## config.mk

```make
export PLATFORM = sky130hd
export DESIGN_NAME = dac_pair_match
export DESIGN_NICKNAME = d
export VERILOG_FILES = /design/src/rtl/dac_pkg.sv /design/src/rtl/dac_addr_cmp.sv /design/src/rtl/dac_mode_sel.sv /design/src/rtl/dac_pair_match.sv
export SDC_FILE = /design/constraint.sdc
export NUM_CORES = 1
export LEC_CHECK = 0
export BUFFER_PORTS_ARGS = -buffer_cell sky130_fd_sc_hd__buf_2
export CAP_MARGIN = 30
export CORE_ASPECT_RATIO = 0.6
export CORE_MARGIN = 4
export CORE_UTILIZATION = 30
export CTS_CLUSTER_SIZE = 28
export DETAILED_ROUTE_END_ITERATION = 16
export PLACE_DENSITY_LB_ADDON = 0.05
export SYNTH_ARGS = -nofsm -noshare
export SYNTH_HDL_FRONTEND = slang
export SYNTH_SLANG_ARGS = --single-unit
```

## constraint.sdc

```tcl
create_clock -name clk -period 2.7 [get_ports clk]
set_input_delay 0.81 -clock clk [delete_from_list [all_inputs] [get_ports clk]]
set_output_delay 0.81 -clock clk [all_outputs]
set_load 0.01 [all_outputs]
```

## src/rtl/dac_pkg.sv

```systemverilog
package dac_pkg;
  typedef enum logic [1:0] {
    MODE_EXACT   = 2'b00,
    MODE_MASKED  = 2'b01,
    MODE_INSIDE  = 2'b10,
    MODE_OUTSIDE = 2'b11
  } dac_mode_e;

  typedef struct packed {
    logic eq_a;
    logic eq_b;
    logic mask_eq;
    logic ge_a;
    logic lt_b;
  } dac_cmp_t;
endpackage

```

## src/rtl/dac_addr_cmp.sv

```systemverilog
module dac_addr_cmp
  import dac_pkg::*;
#(
  parameter int ADDR_W = 64
) (
  input  logic [ADDR_W-1:0] addr,
  input  logic [ADDR_W-1:0] reg_a,
  input  logic [ADDR_W-1:0] reg_b,
  output dac_cmp_t          res
);
  localparam int NREG = 2;

  logic [ADDR_W-1:0] regs [NREG];
  logic [NREG-1:0]   eq_vec;

  assign regs[0] = reg_a;
  assign regs[1] = reg_b;

  // one exact comparator per register
  for (genvar g = 0; g < NREG; g++) begin : g_eq
    assign eq_vec[g] = (addr == regs[g]);
  end

  always_comb begin
    res.eq_a    = eq_vec[0];
    res.eq_b    = eq_vec[1];
    res.mask_eq = ((addr ^ reg_a) & reg_b) == '0;
    // unsigned magnitude compares over the whole width
    res.ge_a    = (addr >= reg_a);
    res.lt_b    = (addr < reg_b);
  end
endmodule

```

## src/rtl/dac_mode_sel.sv

```systemverilog
module dac_mode_sel
  import dac_pkg::*;
(
  input  dac_mode_e mode,
  input  dac_cmp_t  cmp,
  output logic      sel_a,
  output logic      sel_b
);
  logic paired;

  always_comb begin
    paired = 1'b0;
    sel_a  = 1'b0;
    sel_b  = 1'b0;
    unique case (mode)
      MODE_EXACT: begin
        sel_a = cmp.eq_a;
        sel_b = cmp.eq_b;
      end
      MODE_MASKED:  paired = cmp.mask_eq;
      MODE_INSIDE:  paired = cmp.ge_a & cmp.lt_b;
      MODE_OUTSIDE: paired = ~cmp.ge_a | ~cmp.lt_b;
      default:      paired = 1'b0;
    endcase
    if (mode != MODE_EXACT) begin
      sel_a = paired;
      sel_b = paired;
    end
  end
endmodule

```

## src/rtl/dac_pair_match.sv

```systemverilog
module dac_pair_match
  import dac_pkg::*;
#(
  parameter int ADDR_W = 64
) (
  input  logic              clk,
  input  logic              rst,
  input  logic              acc_vld,
  input  logic [ADDR_W-1:0] acc_addr,
  input  logic [ADDR_W-1:0] cmp_a,
  input  logic [ADDR_W-1:0] cmp_b,
  input  logic [1:0]        cmp_mode,
  output logic              hit_a,
  output logic              hit_b
);
  dac_cmp_t cmp;
  logic     sel_a, sel_b;

  dac_addr_cmp #(.ADDR_W(ADDR_W)) u_cmp (
    .addr  (acc_addr),
    .reg_a (cmp_a),
    .reg_b (cmp_b),
    .res   (cmp)
  );

  dac_mode_sel u_sel (
    .mode  (dac_mode_e'(cmp_mode)),
    .cmp   (cmp),
    .sel_a (sel_a),
    .sel_b (sel_b)
  );

  always_ff @(posedge clk) begin
    if (rst) begin
      hit_a <= 1'b0;
      hit_b <= 1'b0;
    end else begin
      hit_a <= acc_vld & sel_a;
      hit_b <= acc_vld & sel_b;
    end
  end

  // reset clears both hits on the next cycle
  a_r9_reset_clears: assert property (@(posedge clk)
    rst |=> (!hit_a && !hit_b));

  // no hit follows a cycle without a strobe
  a_r7_no_strobe_no_hit: assert property (@(posedge clk) disable iff (rst)
    !acc_vld |=> (!hit_a && !hit_b));

  // paired modes keep both flags equal
  a_r5_paired_equal: assert property (@(posedge clk) disable iff (rst)
    (acc_vld && cmp_mode != 2'b00) |=> (hit_a == hit_b));

  // exact mode tracks each register separately
  a_r1_exact_a: assert property (@(posedge clk) disable iff (rst)
    (acc_vld && cmp_mode == 2'b00) |=> (hit_a == $past(acc_addr == cmp_a)));
  a_r1_exact_b: assert property (@(posedge clk) disable iff (rst)
    (acc_vld && cmp_mode == 2'b00) |=> (hit_b == $past(acc_addr == cmp_b)));

  // inverted range is empty inside, total outside
  a_r10_empty_inside: assert property (@(posedge clk) disable iff (rst)
    (acc_vld && cmp_mode == 2'b10 && cmp_a >= cmp_b) |=> !hit_a);
  a_r10_full_outside: assert property (@(posedge clk) disable iff (rst)
    (acc_vld && cmp_mode == 2'b11 && cmp_a >= cmp_b) |=> (hit_a && hit_b));
endmodule

```

Yosys cells after proc, flatten, opt, wreduce, memory -nomap -nowiden
Cells that the tools add are included.
Widths: inputs -> output; s select.
{ "totals": {"register_bits": 2, "inputBits": 197} }
{ "op_classes": {"bitwise": 8, "magnitude_cmp": 2, "n_mux": 5, "eq_ne": 5, "n_reduce_logical": 3} }
{ "ops": {"columns": ["operator", "n"], "rows": [
  ["$eq 64x64->1", 2],
  ["$and 64x64->64", 1],
  ["$ge 64x64->1", 1],
  ["$logic_not 64->1", 1],
  ["$lt 64x64->1", 1],
  ["$xor 64x64->64", 1],
  ["$eq 2x2->1 const B", 2],
  ["$mux 1", 4],
  ["$and 1x1->1", 3],
  ["$pmux 1 s3", 1],
  ["$eq 2x1->1 const B", 1],
  ["$logic_not 2->1", 1],
  ["$not 1->1", 2],
  ["$reduce_bool 2->1", 1],
  ["$or 1x1->1", 1]
]} }

Longest topological paths before layout
{ "depth": {"ltp_word": 6, "ltp_mapped": 10, "ltp_nobuf": 10} }

Modules after synthesis
A second synthesis with hierarchy kept.
{ "hier_totals": {"hier_cells": 522, "area_unflattened_um2": 3657.3} }
{ "by_module_without_submodules": {"columns": ["module", "area_each_um2", "instances", "cells_each", "seq_area_each_um2"], "rows": [
  ["dac_addr_cmp", 3539.6, 1, 510, 0.0],
  ["dac_mode_sel", 60.1, 1, 8, 0.0],
  ["dac_pair_match", 57.6, 1, 4, 40.0]
]} }

Least setup slack after synthesis
No wires, ideal clock.
{ "synth_path": {"path_kind": "input -> register", "start": "input cmp_a[47]", "end": "register hit_a", "slack_ns": 0.066, "path_buffers": 0, "setup_time_ns": 0.117, "path_stages": 9, "t_arrival_ns": 2.517, "path_cell_list": "inv_1 -> ha_1 -> nand4_1 -> nor4_2 -> nand3_1 -> or3_1 -> o211a_1 -> nor3_1 -> nor2_1"} }
{ "synth_between": {"elab_chain_len": 6, "word_cells_on_any_way": 12} }
{ "synth_rtl": {"columns": ["item", "line", "text"], "rows": [
  ["start: declaration", "dac_pair_match.sv:10", "input logic [ADDR_W-1:0] cmp_a,"],
  ["$ge 64x64->1 or $xor 64x64->64 (tied branches)", "dac_addr_cmp.sv:29, dac_addr_cmp.sv:27", null],
  ["$not 1->1 or $and 64x64->64 (tied branches)", "dac_mode_sel.sv:22, dac_addr_cmp.sv:27", null],
  ["$or 1x1->1 or $logic_not 64->1 (tied branches)", "dac_mode_sel.sv:22, dac_addr_cmp.sv:27", null],
  ["$pmux 1 s3", "dac_mode_sel.sv:15", "unique case (mode)"],
  ["$mux 1 *", "dac_mode_sel.sv:25", "if (mode != MODE_EXACT) begin"],
  ["$and 1x1->1 *", "dac_pair_match.sv:38", "hit_a <= acc_vld & sel_a;"],
  ["end signal: assignment", "dac_pair_match.sv:38", null],
  ["end: declaration", "dac_pair_match.sv:13", "output logic hit_a,"]
]} }
Every way passes the cells marked *; elsewhere a longest branch is shown, timed or not.
A chain may end at the register's enable or synchronous reset.

Worst setup path in the final report
{ "layout_path": {"start": "input acc_addr[7]", "end": "register hit_b"} }
{ "layout_between": {"elab_chain_len": 6, "word_cells_on_any_way": 14} }
{ "layout_rtl": {"columns": ["item", "line", "text"], "rows": [
  ["start: declaration", "dac_pair_match.sv:9", "input logic [ADDR_W-1:0] acc_addr,"],
  ["$ge 64x64->1 (tied with other cells)", "dac_addr_cmp.sv:29", "res.ge_a = (addr >= reg_a);"],
  ["$not 1->1 or $and 64x64->64 (tied branches)", "dac_mode_sel.sv:22, dac_addr_cmp.sv:27", null],
  ["$or 1x1->1 or $logic_not 64->1 (tied branches)", "dac_mode_sel.sv:22, dac_addr_cmp.sv:27", null],
  ["$pmux 1 s3", "dac_mode_sel.sv:15", null],
  ["$mux 1 *", "dac_mode_sel.sv:25", null],
  ["$and 1x1->1 *", "dac_pair_match.sv:39", "hit_b <= acc_vld & sel_b;"],
  ["end signal: assignment", "dac_pair_match.sv:39", null],
  ["end: declaration", "dac_pair_match.sv:14", "output logic hit_b"]
]} }
Marked as above.

==> flow_metrics.py <==
metrics = {
    "sta": {
        "setup_viol": 2,
        "fin_ws_ns": -0.03168,
        "fmax_ghz": 0.3661,
        "rsz0062_at_grt": "true",
        "slew-limit-headroom_pct": 71.11,
        "min_period_over_period_pct": 101.2,
        "tightest_slew_ns": 0.4224,
        "slew_viol_final": 0,
        "hold_violations": 0,
        "min_period_ns": 2.732,
    },
    "cts": {
        "cts_hold_buf": 0,
        "clkSlewWorstSetupHoldPaths_ns": 0.03,
        "cts_inserted_buffers": 3,
        "cts_tree": "yes",
        "cts.sinks": 2,
        "max-clock-path-buffers": 2,
        "htreeDepth": 1,
        "cts-root-buf": "clkbuf_16",
    },
    "global_route": {
        "grt_pass1_vias": 4871,
        "overflow": 0,
        "antenna_found_initial": 0,
        "grt_usage_pct": 21.46,
        "grt_max_degree": 6,
        "grt_pass1_wl_um": 24740,
    },
    "final_layout": {
        "nNetsFinal": 1153,
        "seqCellArea_um2": 40.04,
        "multi_input_area_mm2": 0.003371,
        "area_delta_synth_final_pct": 59.52,
        "utilization_pct": 49.42,
        "final_area_mm2": 0.006020,
        "diodes": 0,
        "mostFrequentLayoutCell": "buf_2",
        "fillers": 1276,
        "fin_cells": 991,
        "drive_above_1_share_pct": 41.16,
        "mostFrequentLayoutCells": "190 x buf_2, 125 x inv_1, 122 x ha_1, 104 x buf_4, 44 x a21oi_1",
    },
    "routing": {
        "totalWireLength_um": 16170,
        "wl_per_cell_um": 16.31,
        "dr_total_vias": 4791,
        "via_per_inst": 4.835,
        "ant_nets": 0,
        "dr.pass1.iters": 5,
        "drcViolationCount": 0,
        "drtIter0Drc": 280,
    },
    "logic_synthesis": {
        "yosys_warnings": 0,
        "synth_cell_types": 49,
        "synth-edff-count": 0,
        "synthTopCellsByArea": "ha_1 42%, inv_1 13%, a21oi_1 6.0%",
        "yosysTopAreaCell": "ha_1",
        "synth_nets": 846,
        "synth_area_per_cell_um2": 7.243,
        "ys_seq_elements": 2,
        "async_reset_ff_share_pct": 0,
        "yosysSeqAreaShare_pct": 1.061,
        "netlist_instances": 521,
        "synth_top_area_share_pct": 42.44,
        "synth_flop_cell": "dfxtp_1",
        "synthesis.area_mm2": 0.003774,
    },
    "floorplan": {
        "die_x_um": 152.8,
        "core-area_mm2": 0.01218,
        "die_y_um": 94.88,
        "pin_count": 199,
        "rows": 31,
        "die-area_mm2": 0.01450,
        "initial_core_util_pct": 30.98,
    },
    "place": {
        "place_inst": 986,
        "gp_congestion": 0.8996,
        "dp_hpwl_um": 15230,
        "postPlaceCellArea_mm2": 0.005737,
        "io_buffers": 198,
    },
    "outcome": {
        "violations": "setup timing",
        "status": "complete, but fails checks",
    },
    "power_and_ir_drop": {
        "swShare_pct": 40.86,
        "powerDensity_mw_per_mm2": 205.0,
        "switchingPower_uw": 504.2,
        "intPower_uw": 729.7,
        "combPwrFrac_pct": 79.2,
        "power.clock.fraction_pct": 17.8,
        "power_frac_seq_pct": 3.0,
        "leakagePower_uw": 0.003702,
        "vdd_drop_max_uv": 164.3,
    },
    "flow_run": {
        "maxCapViolCount": 0,
    },
    "worst_hold_path": {
        "hp-class": "input port to register",
        "min_from": "rst",
    },
    "critical_path": {
        "crit_end": "hit_b",
        "startpoint_type": "input port",
        "worstSetupStartpoint": "acc_addr[7]",
        "end_kind": "register",
        "worstSetupPathType": "input port to register",
        "cp_max_fo": 3,
        "worstPathArrival_ns": 2.84,
        "critPathRequiredTime_ns": 2.80,
    },
}
## through the flow
step                      TNS [ns]  hold WS (ns)  worst slack (ns)  total power [uW]
final                     -0.05109         1.098          -0.03168              1234
after global routing       -0.2293         1.162           -0.1289              1358
after CTS                        0         1.072         0.0008011              1210
after detailed placement   -0.6916         1.235           -0.3545             972.9
after global placement     -0.8448         1.241           -0.4243             964.5
after floorplan                  0         1.089           0.06610             470.7
## state kept, by name (all words and copies together), names as in the netlist
register	count
hit_a	1
hit_b	1
## Yosys cell counts (2+ instances only)
cell type	number
a211oi_1	3
a21o_1	29
a21oi_1	45
a221o_1	2
a221oi_1	3
and2_1	2
and3_1	3
and4_1	3
dfxtp_1	2
ha_1	128
inv_1	129
inv_2	4
nand2_1	20
nand2b_1	22
nand3_1	7
nand4_1	21
nor2_1	8
nor2b_1	4
nor3_1	9
nor4_1	3
nor4_2	2
o2111a_1	4
o2111ai_1	3
o211a_1	2
o211ai_1	5
o21ai_0	7
o21ai_1	7
o21bai_1	2
o22ai_1	18
or3_1	2
or4_1	4
## how the worst min path moves through the flow
stage,endpoint,slack (ns),depth (start not counted)
6_report,hit_a,1.10,5
3_5_place_dp,hit_b,1.23,1
3_3_place_gp,hit_a,1.24,1
2_1_floorplan,hit_a,1.09,4
5_1_grt,hit_b,1.16,5
4_1_cts,hit_a,1.07,5
## power groups by stage
stage                     Clock [uW]  Combinational (uW)  Sequential [uW]
after global routing             227                1090             37.6
final                            220                 977             37.2
after CTS                        223                 950             37.1
after global placement             0                 927             37.7
after detailed placement           0                 935             37.4
after floorplan                    0                 432             38.7
## per-layer routing
layer / vias to the layer above / global-route usage, % / part of all wire (%)
met5: - / 0 / 0
met1: 2127 / 33.78 / 54
met3: 7 / 3.159 / 7.3
li1: 2486 / - / -
met4: 0 / 0.7413 / 0.22
met2: 171 / 32.02 / 39
## critical path: stages
cell,delay (ns)
buf_2,0.12
ha_1,0.32
a21oi_1,0.15
o21ai_1,0.09
a221oi_1,0.45
nor3_1,0.11
nor3_1,0.31
o211ai_1,0.19
nor3_1,0.20
nor2_1,0.07
## cell families (layout without fill, tap and decap cells)
family | count (synthesis) | count (layout) | synth area share (%)
AOI/OAI and AO/OA | 140 | 140 | 24.64
DFF | 2 | 2 | 1.061
adders and majority gates | 128 | 128 | 42.44
buffers and inverters | 133 | 438 | 13.23
and+or+nand+nor | 118 | 118 | 18.63
## area by class of cell
class / count / area share, %
multi-input cells: 386 / 56.00
repair buffers: 302 / 30.33
inverters: 133 / 8.335
well taps: 165 / 3.430
clock buffers: 3 / 1.247
flip-flops and latches: 2 / 0.6651
## timing repair
action,in CTS,in global routing
pin swaps,5,17
setup endpoints to repair,2,2
resized for setup,9,31
setup buffers,1,1
No activity file was read; power rests on OpenSTA's default activity.
